### config.mk
export PLATFORM = sky130hd
export DESIGN_NAME = pgc_ctrl
export DESIGN_NICKNAME = d
export VERILOG_FILES = /design/src/rtl/pgc_pkg.sv /design/src/rtl/pgc_regs.sv /design/src/rtl/pgc_seq.sv /design/src/rtl/pgc_ctrl.sv
export SDC_FILE = /design/constraint.sdc
export NUM_CORES = 1
export LEC_CHECK = 0
export BUFFER_PORTS_ARGS = -buffer_cell sky130_fd_sc_hd__buf_2
export CAP_MARGIN = 15
export CORE_MARGIN = 5
export CORE_UTILIZATION = 30
export CTS_CLUSTER_DIAMETER = 120
export CTS_CLUSTER_SIZE = 25
export DETAILED_ROUTE_END_ITERATION = 12
export GPL_TIMING_DRIVEN = 0
export PLACE_DENSITY_LB_ADDON = 0.05
export REMOVE_ABC_BUFFERS = 1
export SLEW_MARGIN = 25
export SYNTH_ARGS = -nofsm -noshare
export SYNTH_HDL_FRONTEND = slang
export SYNTH_HIERARCHICAL = 1
export SYNTH_SLANG_ARGS = --single-unit
### constraint.sdc
create_clock -name clk -period 1.6 [get_ports clk]
set_clock_uncertainty 0.1 [all_clocks]
set_input_delay 0.24 -clock clk [delete_from_list [all_inputs] [get_ports clk]]
set_output_delay 0.24 -clock clk [all_outputs]
set_load 0.01 [all_outputs]
### src/rtl/pgc_pkg.sv
package pgc_pkg;

    typedef enum logic [2:0] {
        S_IDLE,
        S_UP_SWITCH,
        S_UP_RELEASE,
        S_DOWN_ISOLATE,
        S_DOWN_RESET,
        S_DOWN_WAIT
    } seq_state_e;

    localparam logic [11:0] ADDR_MAP   = 12'h0EC;
    localparam logic [11:0] ADDR_UPREQ = 12'h0F8;
    localparam logic [11:0] ADDR_DNREQ = 12'h104;
    localparam logic [11:0] ADDR_HSK   = 12'h1FC;
    localparam logic [11:0] ADDR_DOM0  = 12'h800;
    localparam int          DOM_STRIDE = 64;
    localparam logic [11:0] STATUS_OFS = 12'h00C;

endpackage

### src/rtl/pgc_regs.sv
module pgc_regs #(
    parameter int N_DOM    = 4,
    parameter int PGC_BASE = 16
) (
    input  logic             clk,
    input  logic             rst_n,
    input  logic             bus_wr,
    input  logic             bus_rd,
    input  logic [11:0]      bus_addr,
    input  logic [31:0]      bus_wdata,
    output logic [31:0]      bus_rdata,
    input  logic [N_DOM-1:0] clr_up,
    input  logic [N_DOM-1:0] clr_dn,
    input  logic [N_DOM-1:0] pwr,
    output logic [N_DOM-1:0] map_q,
    output logic [N_DOM-1:0] up_q,
    output logic [N_DOM-1:0] dn_q,
    output logic [N_DOM-1:0] en_q,
    output logic [N_DOM-1:0] hsk_q
);
    import pgc_pkg::*;

    localparam int PAD = 32 - N_DOM;

    function automatic logic [11:0] ctl_addr(input int d);
        return ADDR_DOM0 + 12'((PGC_BASE + d) * DOM_STRIDE);
    endfunction

    logic [N_DOM-1:0] wset;
    logic [31:0]      rd_val;

    assign wset = bus_wdata[N_DOM-1:0];

    always_ff @(posedge clk or negedge rst_n) begin
        if (!rst_n) begin
            map_q     <= '0;
            up_q      <= '0;
            dn_q      <= '0;
            hsk_q     <= '0;
            bus_rdata <= '0;
        end else begin
            if (bus_wr && bus_addr == ADDR_MAP) map_q <= wset;
            if (bus_wr && bus_addr == ADDR_HSK) hsk_q <= wset;
            up_q <= (up_q & ~clr_up) | ((bus_wr && bus_addr == ADDR_UPREQ) ? wset : '0);
            dn_q <= (dn_q & ~clr_dn) | ((bus_wr && bus_addr == ADDR_DNREQ) ? wset : '0);
            if (bus_rd) bus_rdata <= rd_val;
        end
    end

    for (genvar g = 0; g < N_DOM; g++) begin : g_ctl
        always_ff @(posedge clk or negedge rst_n) begin
            if (!rst_n)
                en_q[g] <= 1'b0;
            else if (bus_wr && bus_addr == ctl_addr(g))
                en_q[g] <= bus_wdata[0];
        end
    end

    always_comb begin
        rd_val = '0;
        unique case (bus_addr)
            ADDR_MAP:   rd_val = {{PAD{1'b0}}, map_q};
            ADDR_UPREQ: rd_val = {{PAD{1'b0}}, up_q};
            ADDR_DNREQ: rd_val = {{PAD{1'b0}}, dn_q};
            ADDR_HSK:   rd_val = {{PAD{1'b0}}, hsk_q};
            default:    rd_val = '0;
        endcase
        for (int d = 0; d < N_DOM; d++) begin
            if (bus_addr == ctl_addr(d))              rd_val = {31'b0, en_q[d]};
            if (bus_addr == ctl_addr(d) + STATUS_OFS) rd_val = {31'b0, ~pwr[d]};
        end
    end

endmodule

### src/rtl/pgc_seq.sv
module pgc_seq #(
    parameter int               N_DOM      = 4,
    parameter int               SETTLE_CYC = 6,
    parameter int               STEP_CYC   = 3,
    parameter logic [N_DOM-1:0] HSK_MASK   = '0
) (
    input  logic             clk,
    input  logic             rst_n,
    input  logic [N_DOM-1:0] map_q,
    input  logic [N_DOM-1:0] up_q,
    input  logic [N_DOM-1:0] dn_q,
    input  logic [N_DOM-1:0] en_q,
    input  logic [N_DOM-1:0] hsk_ack_n,
    output logic [N_DOM-1:0] clr_up,
    output logic [N_DOM-1:0] clr_dn,
    output logic [N_DOM-1:0] pwr,
    output logic [N_DOM-1:0] sw_on,
    output logic [N_DOM-1:0] iso_on,
    output logic [N_DOM-1:0] rst_on
);
    import pgc_pkg::*;

    localparam int MAXC  = (SETTLE_CYC > STEP_CYC) ? SETTLE_CYC : STEP_CYC;
    localparam int CNT_W = $clog2(MAXC + 1);
    localparam int DW    = (N_DOM > 1) ? $clog2(N_DOM) : 1;
    localparam logic [CNT_W-1:0] SETTLE_L = CNT_W'(SETTLE_CYC - 1);
    localparam logic [CNT_W-1:0] STEP_L   = CNT_W'(STEP_CYC - 1);

    seq_state_e       state, state_nx;
    logic [DW-1:0]    dom, pick;
    logic [CNT_W-1:0] cnt;
    logic [N_DOM-1:0] elig;
    logic             any, tdone, ack_ok;

    assign elig   = map_q & (up_q | (dn_q & en_q));
    assign any    = |elig;
    assign ack_ok = !HSK_MASK[dom] || !hsk_ack_n[dom];

    always_comb begin
        pick = '0;
        for (int i = N_DOM - 1; i >= 0; i--)
            if (elig[i]) pick = DW'(i);
    end

    always_comb begin
        tdone = 1'b0;
        unique case (state)
            S_UP_SWITCH:                   tdone = (cnt == SETTLE_L);
            S_UP_RELEASE, S_DOWN_ISOLATE,
            S_DOWN_RESET:                  tdone = (cnt == STEP_L);
            default:                       tdone = 1'b0;
        endcase
    end

    always_comb begin
        state_nx = state;
        unique case (state)
            S_IDLE:         if (any) state_nx = up_q[pick] ? S_UP_SWITCH : S_DOWN_ISOLATE;
            S_UP_SWITCH:    if (tdone) state_nx = S_UP_RELEASE;
            S_UP_RELEASE:   if (tdone) state_nx = S_IDLE;
            S_DOWN_ISOLATE: if (tdone) state_nx = S_DOWN_RESET;
            S_DOWN_RESET:   if (tdone) state_nx = S_DOWN_WAIT;
            S_DOWN_WAIT:    if (ack_ok) state_nx = S_IDLE;
            default:        state_nx = S_IDLE;
        endcase
    end

    // state register, step counter, selected domain and power record
    always_ff @(posedge clk or negedge rst_n) begin
        if (!rst_n) begin
            state <= S_IDLE;
            cnt   <= '0;
            dom   <= '0;
            pwr   <= '0;
        end else begin
            state <= state_nx;
            cnt   <= (state_nx != state) ? '0 : cnt + 1'b1;
            if (state == S_IDLE) dom <= pick;
            if (state == S_UP_RELEASE && tdone) pwr[dom] <= 1'b1;
            if (state == S_DOWN_WAIT && ack_ok) pwr[dom] <= 1'b0;
        end
    end

    // request clears and per-domain outputs
    always_comb begin
        clr_up = '0;
        clr_dn = '0;
        sw_on  = pwr;
        iso_on = ~pwr;
        rst_on = ~pwr;
        unique case (state)
            S_IDLE:         if (any && up_q[pick]) clr_dn[pick] = 1'b1;
            S_UP_SWITCH:    begin sw_on[dom] = 1'b1; iso_on[dom] = 1'b1; rst_on[dom] = 1'b1; end
            S_UP_RELEASE:   begin
                                sw_on[dom] = 1'b1; iso_on[dom] = 1'b1; rst_on[dom] = 1'b0;
                                clr_up[dom] = tdone;
                            end
            S_DOWN_ISOLATE: begin sw_on[dom] = 1'b1; iso_on[dom] = 1'b1; rst_on[dom] = 1'b0; end
            S_DOWN_RESET:   begin sw_on[dom] = 1'b1; iso_on[dom] = 1'b1; rst_on[dom] = 1'b1; end
            S_DOWN_WAIT:    begin
                                sw_on[dom] = 1'b1; iso_on[dom] = 1'b1; rst_on[dom] = 1'b1;
                                clr_dn[dom] = ack_ok;
                            end
            default:        ;
        endcase
    end

endmodule

### src/rtl/pgc_ctrl.sv
module pgc_ctrl #(
    parameter int               N_DOM      = 4,
    parameter int               PGC_BASE   = 16,
    parameter int               SETTLE_CYC = 6,
    parameter int               STEP_CYC   = 3,
    parameter logic [N_DOM-1:0] HSK_MASK   = 4'b0100
) (
    input  logic             clk,
    input  logic             rst_n,
    input  logic             bus_wr,
    input  logic             bus_rd,
    input  logic [11:0]      bus_addr,
    input  logic [31:0]      bus_wdata,
    output logic [31:0]      bus_rdata,
    input  logic [N_DOM-1:0] hsk_ack_n,
    output logic [N_DOM-1:0] pwr_sw_on,
    output logic [N_DOM-1:0] iso_on,
    output logic [N_DOM-1:0] rst_on,
    output logic [N_DOM-1:0] hsk_req_n
);
    logic [N_DOM-1:0] map_q, up_q, dn_q, en_q, hsk_q, clr_up, clr_dn, pwr;

    pgc_regs #(.N_DOM(N_DOM), .PGC_BASE(PGC_BASE)) u_regs (
        .clk(clk), .rst_n(rst_n), .bus_wr(bus_wr), .bus_rd(bus_rd),
        .bus_addr(bus_addr), .bus_wdata(bus_wdata), .bus_rdata(bus_rdata),
        .clr_up(clr_up), .clr_dn(clr_dn), .pwr(pwr),
        .map_q(map_q), .up_q(up_q), .dn_q(dn_q), .en_q(en_q), .hsk_q(hsk_q)
    );

    pgc_seq #(.N_DOM(N_DOM), .SETTLE_CYC(SETTLE_CYC), .STEP_CYC(STEP_CYC),
              .HSK_MASK(HSK_MASK)) u_seq (
        .clk(clk), .rst_n(rst_n), .map_q(map_q), .up_q(up_q), .dn_q(dn_q),
        .en_q(en_q), .hsk_ack_n(hsk_ack_n), .clr_up(clr_up), .clr_dn(clr_dn),
        .pwr(pwr), .sw_on(pwr_sw_on), .iso_on(iso_on), .rst_on(rst_on)
    );

    assign hsk_req_n = hsk_q | ~HSK_MASK;

endmodule

After elaboration in Yosys (flattened, before gate mapping)
Index checks and enable logic that the tools add are counted.
{"block": "word_totals", "out_inout_bits": 48, "reg_bits": 64, "in_bits": 52}
{"block": "op_classes", "eq_ne": 20, "bitwise": 21, "n_mux": 43, "add_sub_neg": 1, "n_lt_le_gt_ge": 4, "reduce_logical": 22}
{"operator": "$eq A12 B12 Y1 const B", "n": 8}
{"operator": "$mux W4", "n": 16}
{"operator": "$and A4 B4 Y4", "n": 8}
{"operator": "$eq A12 B8 Y1 const B", "n": 2}
{"operator": "$eq A12 B9 Y1 const B", "n": 2}
{"operator": "$mux W3", "n": 7}
{"operator": "$or A4 B4 Y4", "n": 5}
{"operator": "$pmux W3 S6", "n": 1}
{"operator": "$not A4 Y4", "n": 4}
{"operator": "$pmux W4 S2", "n": 2}
{"operator": "$pmux W4 S4", "n": 1}
{"operator": "$logic_and A1 B1 Y1", "n": 13}
{"operator": "$mux W2", "n": 5}
{"operator": "$eq A3 B2 Y1 const B", "n": 3}
{"operator": "$eq A3 B3 Y1 const B", "n": 3}
{"operator": "$bmux W1 S2", "n": 3}
{"operator": "$lt A2 B3 Y1 const B", "n": 2}
{"operator": "$reduce_or A3 Y1", "n": 2}
{"operator": "$mux W1", "n": 5}
{"operator": "$reduce_or A5 Y1", "n": 1}
{"operator": "$demux W1 S2", "n": 2}
{"operator": "$ge A2 B1 Y1 const B", "n": 2}
{"operator": "$not A1 Y1", "n": 4}
{"operator": "$reduce_or A4 Y1", "n": 1}
{"operator": "other kinds (8)", "n": 9}

Logic depth before layout (Yosys ltp)
{"block": "logic_depth", "word_depth": 16, "depth_mapped": 6, "ltp_nobuf": 5}

By module
The synthesis kept the hierarchy.
{"module": "pgc_regs", "n_inst": 1, "seq_area_each_um2": 600.6, "area_each_um2": 1541.5, "cells_each": 158}
{"module": "pgc_seq", "n_inst": 1, "seq_area_each_um2": 300.3, "area_each_um2": 999.7, "cells_each": 112}
{"module": "pgc_ctrl", "n_inst": 1, "seq_area_each_um2": 0.0, "area_each_um2": 26.3, "cells_each": 4}

Worst setup path before layout
OpenSTA, ideal clock, no wires.
{"block": "synth_timing", "kind": "input port to flip-flop", "start": "in bus_addr[8]", "end": "reg u_regs.bus_rdata[1]", "path_buffers": 0, "cell_stages": 5, "t_arrival_ns": 1.534, "setup_slack_ns": -0.155, "setup_time_ns": 0.121, "path_cell_list": "nand4bb_1 -> or4b_2 -> o21ai_0 -> nor2_1 -> a22o_1"}
{"block": "synth_via", "elab_chain_cells": 10}
{"item": "start, declared", "line_no": "pgc_ctrl.sv:12", "rtl": "input logic [11:0] bus_addr,"}
{"item": "$eq A12 B9 Y1 or $eq A12 B8 Y1 (tied branches)", "line_no": "pgc_regs.sv:61", "rtl": "unique case (bus_addr)"}
{"item": "$pmux W4 S4", "line_no": "pgc_regs.sv:61"}
{"item": "$mux W4", "line_no": "pgc_regs.sv:69", "rtl": "if (bus_addr == ctl_addr(d)) rd_val = {31'b0, en_q[d]};"}
{"item": "$mux W4", "line_no": "pgc_regs.sv:70", "rtl": "if (bus_addr == ctl_addr(d) + STATUS_OFS) rd_val = {31'b0, ~pwr[d]};"}
{"item": "$mux W4", "line_no": "pgc_regs.sv:69"}
{"item": "$mux W4", "line_no": "pgc_regs.sv:70"}
{"item": "$mux W4", "line_no": "pgc_regs.sv:69"}
{"item": "$mux W4", "line_no": "pgc_regs.sv:70"}
{"item": "$mux W4", "line_no": "pgc_regs.sv:69"}
{"item": "$mux W4 *", "line_no": "pgc_regs.sv:70"}
{"item": "end signal, assigned", "line_no": "pgc_regs.sv:46", "rtl": "if (bus_rd) bus_rdata <= rd_val;"}
{"item": "end, declared", "line_no": "pgc_regs.sv:11", "rtl": "output logic [31:0] bus_rdata,"}
Mark *: on every way between the ends. The rest lies on a longest branch, timed or not.
A chain may end at the register's enable or synchronous reset.

Worst setup path after layout
{"block": "layout_timing", "start": "reg u_seq.state[1]", "end": "out rst_on[0]"}
{"block": "layout_via", "elab_chain_cells": 3}
{"item": "start, declared", "line_no": "pgc_seq.sv:29", "rtl": "seq_state_e state, state_nx;"}
{"item": "start signal, assigned", "line_no": "pgc_seq.sv:76", "rtl": "state <= state_nx;"}
{"item": "$eq A3 B1 Y1 (tied with other cells)", "line_no": "pgc_seq.sv:91", "rtl": "unique case (state)"}
{"item": "$reduce_or A3 Y1 (no line) or $reduce_or A2 Y1 (tied branches)"}
{"item": "$pmux W4 S2 *", "line_no": "pgc_seq.sv:91"}
{"item": "end, declared", "line_no": "pgc_ctrl.sv:18", "rtl": "output logic [N_DOM-1:0] rst_on,"}
Marked as above.

==> results.json <==
{
  "placed_cell_area_sq_mm": 0.00272,
  "grt-ovfl-total": 0,
  "cts_tree": "done",
  "synth-seq-cells": 36,
  "setup_slack_ps": -332,
  "crit_fanout": 7,
  "wl_um": 7110,
  "leakage_nw": 1.43,
  "firstDrtPassIters": 4,
  "outcome": "finished, violations left",
  "whs_ps": 121,
  "htree_levels": 2,
  "ctsLongestPathBuffers": 2,
  "synth-seq-area-share_pct": 35.1,
  "setup_viol": 21,
  "start_util_pct": 31.1,
  "gp_congestion": 0.737,
  "synth_edf_count": 0,
  "clkLatencyLatePin_ps": 290,
  "min_path_type": "in2reg",
  "cp-start-kind": "flip-flop",
  "layout.cells.non_filler": 433,
  "period_minus_slack_ps": 1930,
  "worstMarginPinSlew_ps": 855,
  "netlist_area_sq_mm": 0.00257,
  "dpl.hpwl_um": 5250,
  "async_flop_share_pct": 100,
  "drc": 0,
  "ys_warn_count": 6,
  "synth_flop_cell": "dfrtp_1",
  "critical_path_class": "reg2out",
  "yosys.area.top_type": "dfrtp_1",
  "final_util_pct": 38.9,
  "synth_cells": 274,
  "ir_drop_mv": 0.517,
  "violations": "negative setup slack",
  "grt_setup_unrepaired": "true",
  "synth_area_leaders": "dfrtp_1, buf_4, mux2_2",
  "diodes": 0,
  "power.switching_mw": 0.900,
  "wl_per_cell_um": 16.4,
  "die_w_um": 103,
  "setup_tns_ps": -3450,
  "synth_area_per_cell_sq_um": 9.37,
  "cp-end-kind": "output port",
  "drtIter0Drc": 107,
  "swShare_pct": 32.7,
  "yosysTopAreaCellShare_pct": 35.1,
  "die_y_um": 103,
  "cts_sinks": 36,
  "areaGrowthSynthToFinish_pct": 25.0,
  "grt_pass1_wl_um": 11200,
  "io_buffers": 37,
  "cts_buffers": 5,
  "via_per_inst": 5.01,
  "clock.fmax_mhz": 518,
  "seq_power_share_pct": 38.8,
  "slew_viol_final": 0,
  "fin_area_sq_mm": 0.00321,
  "cap_violations": 0,
  "ios": 100,
  "rows": 33,
  "power_density_mw_per_mm2": 858,
  "cp.arrival_ps": 1590,
  "max_slew_margin_pct": 43.0,
  "pre_cts_slack_ps": -655,
  "place_inst": 407,
  "dieArea_sq_mm": 0.0105,
  "grt_pass1_vias": 2150,
  "synth_cell_type_count": 70,
  "crit_required_ps": 1260,
  "grt_max_degree": 37,
  "cts_root_buffer": "clkbuf_8",
  "total_power_mw": 2.75,
  "fin_crit_sh_pct": 121,
  "drive_gt1_share_pct": 39.3,
  "ant_nets": 0,
  "nNetsFinal": 381,
  "pwr-share-clk_pct": 25.4,
  "gr-usage-all-layers_pct": 13.8,
  "antenna_found_initial": 0,
  "num_vias": 2171,
  "core_area_sq_mm": 0.00826,
  "intPower_mw": 1.85,
  "combPwrFrac_pct": 35.8,
  "path_clk_slew_ps": 70,
  "hold_viol_final": 0
}
[power groups by stage]
stage	registers (mW)	clock network [mW]	logic (mW)
finish	1.07	0.699	0.986
global route	1.08	0.768	1.08
CTS	1.07	0.727	0.807
detailed placement	1.11	0	0.627
global placement	1.11	0	0.627
floorplan	1.08	0	0.444
[synth_stat cells (all sizes together), types with 4 or more instances]
cell,instances
nor2,11
dfrtp,36
a21o,5
nand2,23
mux2,13
o21a,4
nor4,5
nand3,12
o21bai,4
nor3,11
a21oi,5
nand3b,4
a22oi,8
o21ai,20
inv,14
buf,36
[logic make-up (layout without fill, tap and decap cells)]
kind of cell | Yosys count | count (layout) | share of synthesized area [%]
other | 2 | 31 | 0.293
DFF | 36 | 36 | 35.1
buffers and inverters | 52 | 77 | 12.6
AOI/OAI and AO/OA | 71 | 71 | 20.3
xor gates and xnor gates | 1 | 1 | 0.341
adders and majority gates | 1 | 1 | 0.487
muxes | 13 | 13 | 5.70
and+or+nand+nor | 98 | 98 | 25.2
[timing repair]
item / 4_1_cts / 5_1_grt
setup buffers: 12 / 6
endpoints found under the hold margin: 27 / 0
setup endpoints to repair: 34 / 39
pin swaps: 16 / 22
hold buffers: 1 / 0
gates resized for setup: 40 / 27
[layer usage]
metal	global-route usage (%)	part of all wire, %
met3	2.64	6.4
met2	21.8	45
met1	19.5	48
met5	0	0
met4	3.33	0.70
[final timing paths]
path | from | endpoint | slack (ps) | depth (start not counted)
hold reg to reg | u_regs/bus_rdata[2] | u_regs/bus_rdata[2] | 390 | 2
setup / recovery | u_seq/state[1] | rst_on[0] | -330 | 5
max in group asynchronous | rst_n | u_seq/pwr[0] | 300 | 2
min in group asynchronous | rst_n | u_regs/bus_rdata[0] | 510 | 2
setup reg to reg | u_seq/state[1] | u_seq/state[1] | -100 | 5
hold / removal | bus_wdata[3] | u_regs/dn_q[3] | 120 | 3
[registers in the layout, summed over array words and instances, names as in the netlist, named ones only]
| name | flops |
|---|---|
| u_regs/dn_q | 4 |
| u_regs/bus_rdata | 4 |
| u_seq/pwr | 2 |
| u_seq/dom | 2 |
| u_regs/hsk_q | 4 |
| u_regs/map_q | 4 |
| u_regs/en_q | 4 |
| u_seq/cnt | 3 |
| u_seq/state | 3 |
| u_regs/up_q | 4 |
[layout by cell type, fill, tap and decap left out, drive strengths merged, types with 7 or more instances in the layout]
cell,count
buf,55
conb,31
inv,14
nor3,11
clkbuf,7
mux2,13
nand2,23
nor2,11
o21ai,20
a22oi,8
nand3,12
dfrtp,36
[worst max-delay path, cell delays in order (launching register included)]
cell      delay [ps]
dfrtp_2          430
or3_4            420
nand2_8          120
o31ai_4           60
a21boi_1         130
buf_2            150
[layout make-up]
| cell class | instances | area, sq um |
|---|---|---|
| sequential | 36 | 908 |
| multi-input combinational | 215 | 1650 |
| clock buffer | 7 | 96.3 |
| fill | 875 | 5050 |
| timing repair buffer | 56 | 375 |
| inverter | 14 | 52.6 |
| tap | 105 | 131 |
No activity file was read; power rests on OpenSTA's default activity.
